===== src/rtl/bridge_pwm.sv =====
module bridge_pwm #(
  parameter int TMR_W = 8,
  parameter int SUB_W = 2,
  parameter int DB_W  = 6,
  localparam int TB_W = TMR_W + SUB_W
) (
  input  logic             clk,
  input  logic             rst_n,
  input  logic             en_i,
  input  logic [TMR_W-1:0] period_i,
  input  logic [TB_W-1:0]  duty_i,
  input  logic [1:0]       mode_i,
  input  logic [1:0]       pol_i,
  input  logic [DB_W-1:0]  db_i,
  output logic [3:0]       out_o
);
  localparam logic [1:0] M_SINGLE = 2'b00;
  localparam logic [1:0] M_HALF   = 2'b01;
  localparam logic [1:0] M_FWD    = 2'b10;
  localparam logic [1:0] M_REV    = 2'b11;

  logic [TMR_W-1:0] tmr, per_w;
  logic [SUB_W-1:0] sub;
  logic [TB_W-1:0]  duty_w;
  logic [1:0]       mode_w, pol_w;
  logic [DB_W-1:0]  db_w, dcnt;
  logic             pwm_q, pwm_d1, run_q;
  logic [3:0]       act;

  wire [TB_W-1:0] tb_nx  = {tmr, sub} + 1'b1;
  wire            at_end = (tmr == per_w) && (&sub);
  wire            hit    = !at_end && (tb_nx == duty_w);
  wire            edge_s = pwm_q ^ pwm_d1;
  wire            blank  = (edge_s && db_w != '0) || (dcnt != '0);

  always_ff @(posedge clk or negedge rst_n) begin
    if (!rst_n) begin
      tmr    <= '0;
      sub    <= '0;
      per_w  <= '0;
      duty_w <= '0;
      mode_w <= M_SINGLE;
      pol_w  <= '0;
      db_w   <= '0;
      dcnt   <= '0;
      pwm_q  <= 1'b0;
      pwm_d1 <= 1'b0;
      run_q  <= 1'b0;
    end else if (!en_i) begin
      tmr    <= period_i;
      sub    <= '1;
      per_w  <= period_i;
      duty_w <= duty_i;
      mode_w <= mode_i;
      pol_w  <= pol_i;
      db_w   <= db_i;
      dcnt   <= '0;
      pwm_q  <= 1'b0;
      pwm_d1 <= 1'b0;
      run_q  <= 1'b0;
    end else begin
      run_q  <= 1'b1;
      pwm_d1 <= pwm_q;
      if (edge_s)
        dcnt <= (db_w == '0) ? '0 : db_w - 1'b1;
      else if (dcnt != '0)
        dcnt <= dcnt - 1'b1;
      if (at_end) begin
        tmr    <= '0;
        sub    <= '0;
        per_w  <= period_i;
        duty_w <= duty_i;
        mode_w <= mode_i;
        pol_w  <= pol_i;
        db_w   <= db_i;
        pwm_q  <= |duty_i;
      end else begin
        {tmr, sub} <= tb_nx;
        if (hit) begin
          pwm_q <= 1'b0;
          db_w  <= db_i;
        end
      end
    end
  end

  always_comb begin
    act = 4'b0000;
    if (run_q) begin
      case (mode_w)
        M_SINGLE: act = {3'b000, pwm_q};
        M_HALF:   act = {2'b00, !pwm_q && !blank, pwm_q && !blank};
        M_FWD:    act = {pwm_q, 2'b00, 1'b1};
        default:  act = {1'b0, 1'b1, pwm_q, 1'b0};
      endcase
    end
  end

  assign out_o = act ^ {pol_w[1], pol_w[0], pol_w[1], pol_w[0]};
endmodule



===== config.mk =====
export PLATFORM = sky130hd
export DESIGN_NAME = bridge_pwm
export DESIGN_NICKNAME = d
export VERILOG_FILES = /design/src/rtl/bridge_pwm.sv
export SDC_FILE = /design/constraint.sdc
export NUM_CORES = 1
export LEC_CHECK = 0
export ABC_AREA = 1
export BUFFER_PORTS_ARGS = -buffer_cell sky130_fd_sc_hd__buf_2
export CAP_MARGIN = 20
export CORE_MARGIN = 1.5
export CORE_UTILIZATION = 50
export CTS_CLUSTER_SIZE = 30
export DETAILED_ROUTE_END_ITERATION = 8
export PLACE_DENSITY = 0.7
export SYNTH_ARGS = -nofsm -noshare
export SYNTH_HDL_FRONTEND = slang
export SYNTH_SLANG_ARGS = --single-unit

===== constraint.sdc =====
create_clock -name clk -period 2.1 [get_ports clk]
set_clock_uncertainty 0.15 [all_clocks]
set_input_delay 0.42 -clock clk [delete_from_list [all_inputs] [get_ports clk]]
set_output_delay 0.42 -clock clk [all_outputs]
set_load 0.005 [all_outputs]

# Word level (Yosys, flattened, before mapping)
# Cells that the tools add are included.
# W data, S select, Z words.
classes:
  add_sub_neg: 3
  n_eq_ne: 7
  muxes: 26
  n_bitwise: 2
  n_reduce_logical: 15
op_table:
  columns: ["cell", "count"]
  rows:
  - ["$mux W6", 7]
  - ["$mux W8", 4]
  - ["$mux W10", 2]
  - ["$mux W2", 6]
  - ["$pmux W4 S3", 1]
  - ["$reduce_bool A6 Y1", 2]
  - ["$sub A6 B1 Y6 const B", 2]
  - ["$add A10 B1 Y10 const B", 1]
  - ["$eq A10 B10 Y1", 1]
  - ["$reduce_or A10 Y1", 1]
  - ["$eq A8 B8 Y1", 1]
  - ["$logic_not A6 Y1", 1]
  - ["$ne A3 B1 Y1 const B", 2]
  - ["$logic_and A1 B1 Y1", 5]
  - ["$mux W1", 5]
  - ["$mux W4", 1]
  - ["$xor A4 B4 Y4", 1]
  - ["$logic_not A1 Y1", 3]
  - ["$eq A2 B1 Y1 const B", 1]
  - ["$eq A2 B2 Y1 const B", 1]
  - ["$logic_not A2 Y1", 1]
  - ["$ne A2 B1 Y1 const B", 1]
  - ["$reduce_and A2 Y1", 1]
  - ["$logic_or A1 B1 Y1", 1]
  - ["$xor A1 B1 Y1", 1]
totals:
  ff_bits: 47
  input_bits: 31
  elab_cells: 64

# Longest topological paths before layout
logic_depth:
  depth_word: 8
  mapped_depth: 14
  depth_no_buf: 14

# Least setup slack after synthesis
# OpenSTA, ideal clock, no wires.
synth_timing:
  path_kind: "register -> output"
  from: "register dcnt[0]"
  to: "output port out_o[1]"
  t_arrival_ps: 1279
  setup_slack_ps: 251
  path_stages_with_launch: 9
  path_buffers: 0
  path_cell_list: "dfrtp_1 inv_1 ha_1 nand3_1 nor3_1 nand2_1 o21ai_0 nand2_1 xor2_1"
synth_via:
  elab_chain_cells: 7
synth_lines:
  columns: ["element", "line", "rtl"]
  rows:
  - ["from (decl)", "26", "logic [DB_W-1:0] db_w, dcnt;"]
  - ["from (signal assigned)", "65", "dcnt <= (db_w == '0) ? '0 : db_w - 1'b1;"]
  - ["from (signal assigned)", "67", "dcnt <= dcnt - 1'b1;"]
  - ["$reduce_bool A6 Y1", "34", "wire blank = (edge_s && db_w != '0) || (dcnt != '0);"]
  - ["$logic_or A1 B1 Y1", "34", null]
  - ["$logic_not A1 Y1", "92", "M_HALF: act = {2'b00, !pwm_q && !blank, pwm_q && !blank};"]
  - ["$logic_and A1 B1 Y1", "92", null]
  - ["$pmux W4 S3", "90", "case (mode_w)"]
  - ["$mux W4", "89", "if (run_q) begin"]
  - ["$xor A4 B4 Y4", "99", "assign out_o = act ^ {pol_w[1], pol_w[0], pol_w[1], pol_w[0]};"]
  - ["to (decl)", "15", "output logic [3:0] out_o"]
# No other way between the ends.

# Worst setup path in the final report
layout_timing:
  from: "register db_w[0]"
  to: "output port out_o[1]"
layout_via:
  elab_chain_cells: 8
layout_lines:
  columns: ["element", "line", "rtl"]
  rows:
  - ["from (decl)", "26", null]
  - ["from (signal assigned)", "56", "db_w <= db_i;"]
  - ["from (signal assigned)", "75", "db_w <= db_i;"]
  - ["from (signal assigned)", "81", "db_w <= db_i;"]
  - ["$reduce_bool A6 Y1", "34", null]
  - ["$logic_and A1 B1 Y1", "34", null]
  - ["$logic_or A1 B1 Y1", "34", null]
  - ["$logic_not A1 Y1", "92", null]
  - ["$logic_and A1 B1 Y1", "92", null]
  - ["$pmux W4 S3", "90", null]
  - ["$mux W4", "89", null]
  - ["$xor A4 B4 Y4", "99", null]
# No other way between the ends.

==> impl_metrics.py <==
metrics = {
    "route": {
        "wl_mm": 5.81,
        "vias": 2407,
        "ant_nets": 0,
        "drtPass1Iterations": 4,
        "drt_iter0_markers": 112,
        "drc": 0,
        "viasPerCell": 5.09,
        "routedWlPerCell_um": 12.3,
    },
    "global_routing": {
        "overflow": 0,
        "grt_pass1_vias": 2114,
        "grt_usage_pct": 22.1,
        "grt_max_degree": 45,
        "antenna_found_initial": 0,
        "grt_pass1_wl_mm": 9.53,
    },
    "clocking": {
        "cts_tree": "yes",
        "clk_latency_ps": 300,
        "clk_pin_slew_ps": 80,
        "root_buffer": "clkbuf_8",
        "cts_sinks": 47,
        "numCtsBuffers": 5,
        "clockBufferDepth": 2,
        "htreeDepth": 2,
    },
    "logic_synthesis": {
        "synth_nets": 384,
        "yosysWarnings": 0,
        "avgSynthCellArea_um2": 7.56,
        "ys_seq_area_share_pct": 44.7,
        "ys.flop_type": "dfrtp_1",
        "synthesis.area_mm2": 0.00263,
        "synth_edf_count": 0,
        "synth_cell_type_count": 34,
        "async_reset_ff_share_pct": 100,
        "syn_inst": 348,
        "ys_ff_latch": 47,
    },
    "critical_path": {
        "crit_type": "reg -> out",
        "start_kind": "register",
        "worst_setup_path_end_kind": "output port",
        "worstPathArrival_ps": 1610,
        "crit_fanout": 4,
        "required_ps": 1530,
        "rrSetupSlack_ps": 160,
    },
    "layout": {
        "drive_above_1_share_pct": 22.3,
        "nets": 438,
        "syn_to_final_growth_pct": 21.7,
        "stdcell_area_mm2": 0.00320,
        "n_antenna_cell": 0,
    },
    "min_path": {
        "hold_class": "in -> reg",
    },
    "floorplanning": {
        "die_h_um": 75.6,
        "start_util_pct": 51.5,
        "ios": 35,
        "rows": 26,
        "core_area_mm2": 0.00511,
        "dieArea_mm2": 0.00571,
        "die_w_um": 75.6,
    },
    "power_and_ir_drop": {
        "power_uw": 2710,
        "leakage_uw": 0.00167,
        "vdd_drop_max_uv": 455,
        "power.density_mw_per_mm2": 844,
    },
    "placement": {
        "port_buffers": 34,
        "preCtsSetupSlack_ps": 91.3,
        "postPlaceCellArea_mm2": 0.00293,
        "dp_hpwl_mm": 4.24,
        "place.gp.congestion": 0.905,
    },
    "outcome": {
        "violations": "setup timing",
        "status": "finished, violations left",
    },
    "sta": {
        "rsz0062_at_grt": "true",
        "fin_ws_ps": -78.6,
        "fmaxAchievable_mhz": 459,
        "final-hold-violation-count": 0,
        "final.setup.tns_ps": -140,
        "slew_headroom_pct": 65.1,
        "period_needed_ps": 2180,
        "tightest_slew_ps": 519,
        "finalCritPeriodShare_pct": 104,
        "report.final.setup_viol": 2,
        "slew_violations": 0,
    },
    "flow_run": {
        "drv_cap": 0,
    },
}
-- final cells by class --
type                    instances  area (µm²)
fillers                       451        1900
repair buffers                 52         320
inverters                      45         174
clock buffers                   6        82.6
well taps                      70        87.6
clock inverters                 2        35.0
multi-input cells             251        1330
flip-flops and latches         47        1180
-- sequential cells by signal, indices dropped and copies added, names as in the netlist, 2 cells and up --
signal,count
per_w,8
mode_w,2
sub,2
pol_w,2
tmr,8
duty_w,10
dcnt,6
db_w,6
-- power by group --
group          switching, µW  leakage (µW)  total, µW  internal [µW]
Clock                    304     0.0000612        690            385
Combinational            474       0.00103        881            408
Sequential               108      0.000576       1130           1030
-- synth_stat cells, types with 2 or more instances --
master,number,area (µm²)
xnor2_1,5,43.8
ha_1,5,62.6
nor2_2,2,12.5
nor2_1,20,75.1
nor4_1,2,12.5
nand4_1,4,25.0
buf_4,2,15.0
a22oi_1,3,22.5
nor3_1,2,10.0
a21oi_1,5,25.0
xor2_1,8,70.1
dfrtp_1,47,1180
nand2_2,2,12.5
inv_2,2,7.51
o21ai_0,12,60.1
inv_1,41,154
nand3_1,33,165
o22ai_1,3,18.8
nand2_1,119,447
buf_6,2,22.5
o21ai_1,16,80.1
-- through the flow --
stage / hold WS [ps] / cells / util, %
2_1_floorplan: -25.6 / 348 / -
3_3_place_gp: 239 / 456 / 57.3
3_5_place_dp: 243 / 456 / 57.3
4_1_cts: 155 / 469 / 60.9
5_1_grt: 165 / 473 / 62.7
6_report: 161 / 473 / 62.7
-- path summary, 6_finish.rpt --
path | startpoint | to | depth (start not counted)
max | db_w[0] | out_o[1] | 9
min | db_i[3] | db_w[3] | 3
max reg2reg | sub[0] | db_w[1] | 13
min reg2reg | duty_w[0] | duty_w[0] | 2
max in group asynchronous | rst_n | dcnt[5] | 3
min in group asynchronous | rst_n | duty_w[6] | 2
-- worst max-delay path, stage by stage (launching register included) --
cell and delay [ps]:
dfrtp_1 400, inv_2 100, ha_4 130, nand3_2 80, nand2_2 100, nand2_2 60
o21ai_1 110, nand2_1 70, xor2_1 130, buf_2 120
-- per-layer routing --
layer	vias up	track usage [%]	wire length, µm
met5	-	0	0
met3	7	3.17	278
li1	1222	-	-
met1	1113	31.8	2740
met4	0	7.14	69
met2	65	34.5	2720
-- kinds of logic (layout without fill, tap and decap cells) --
logic type	Yosys count	in the layout	share of synthesized area [%]
xor+xnor	13	13	4.33
flops	47	47	44.7
simple gates	190	190	31.4
fa+ha+maj	5	5	2.38
compound gates	43	43	9.13
buf+inv	50	105	8.13
-- what timing repair did --
action	4_1_cts	5_1_grt
hold buffers	1	0
setup endpoints to repair	2	37
pin swaps	7	10
setup buffers	4	4
gates resized for setup	9	17
hold endpoints to repair	17	0
-- layout by cell type, fill, tap and decap left out, types with 4 or more instances in the layout --
master / instances
o21ai_1: 17
xor2_1: 8
nor2_2: 4
nand2_1: 115
clkbuf_8: 6
a21oi_1: 5
xnor2_1: 5
buf_4: 16
nor2_1: 18
nand2_2: 5
nand3_1: 31
inv_1: 35
o21ai_0: 11
inv_2: 8
nand4_1: 4
dfrtp_1: 47
buf_2: 34
Power figures use the tool's default switching activity.
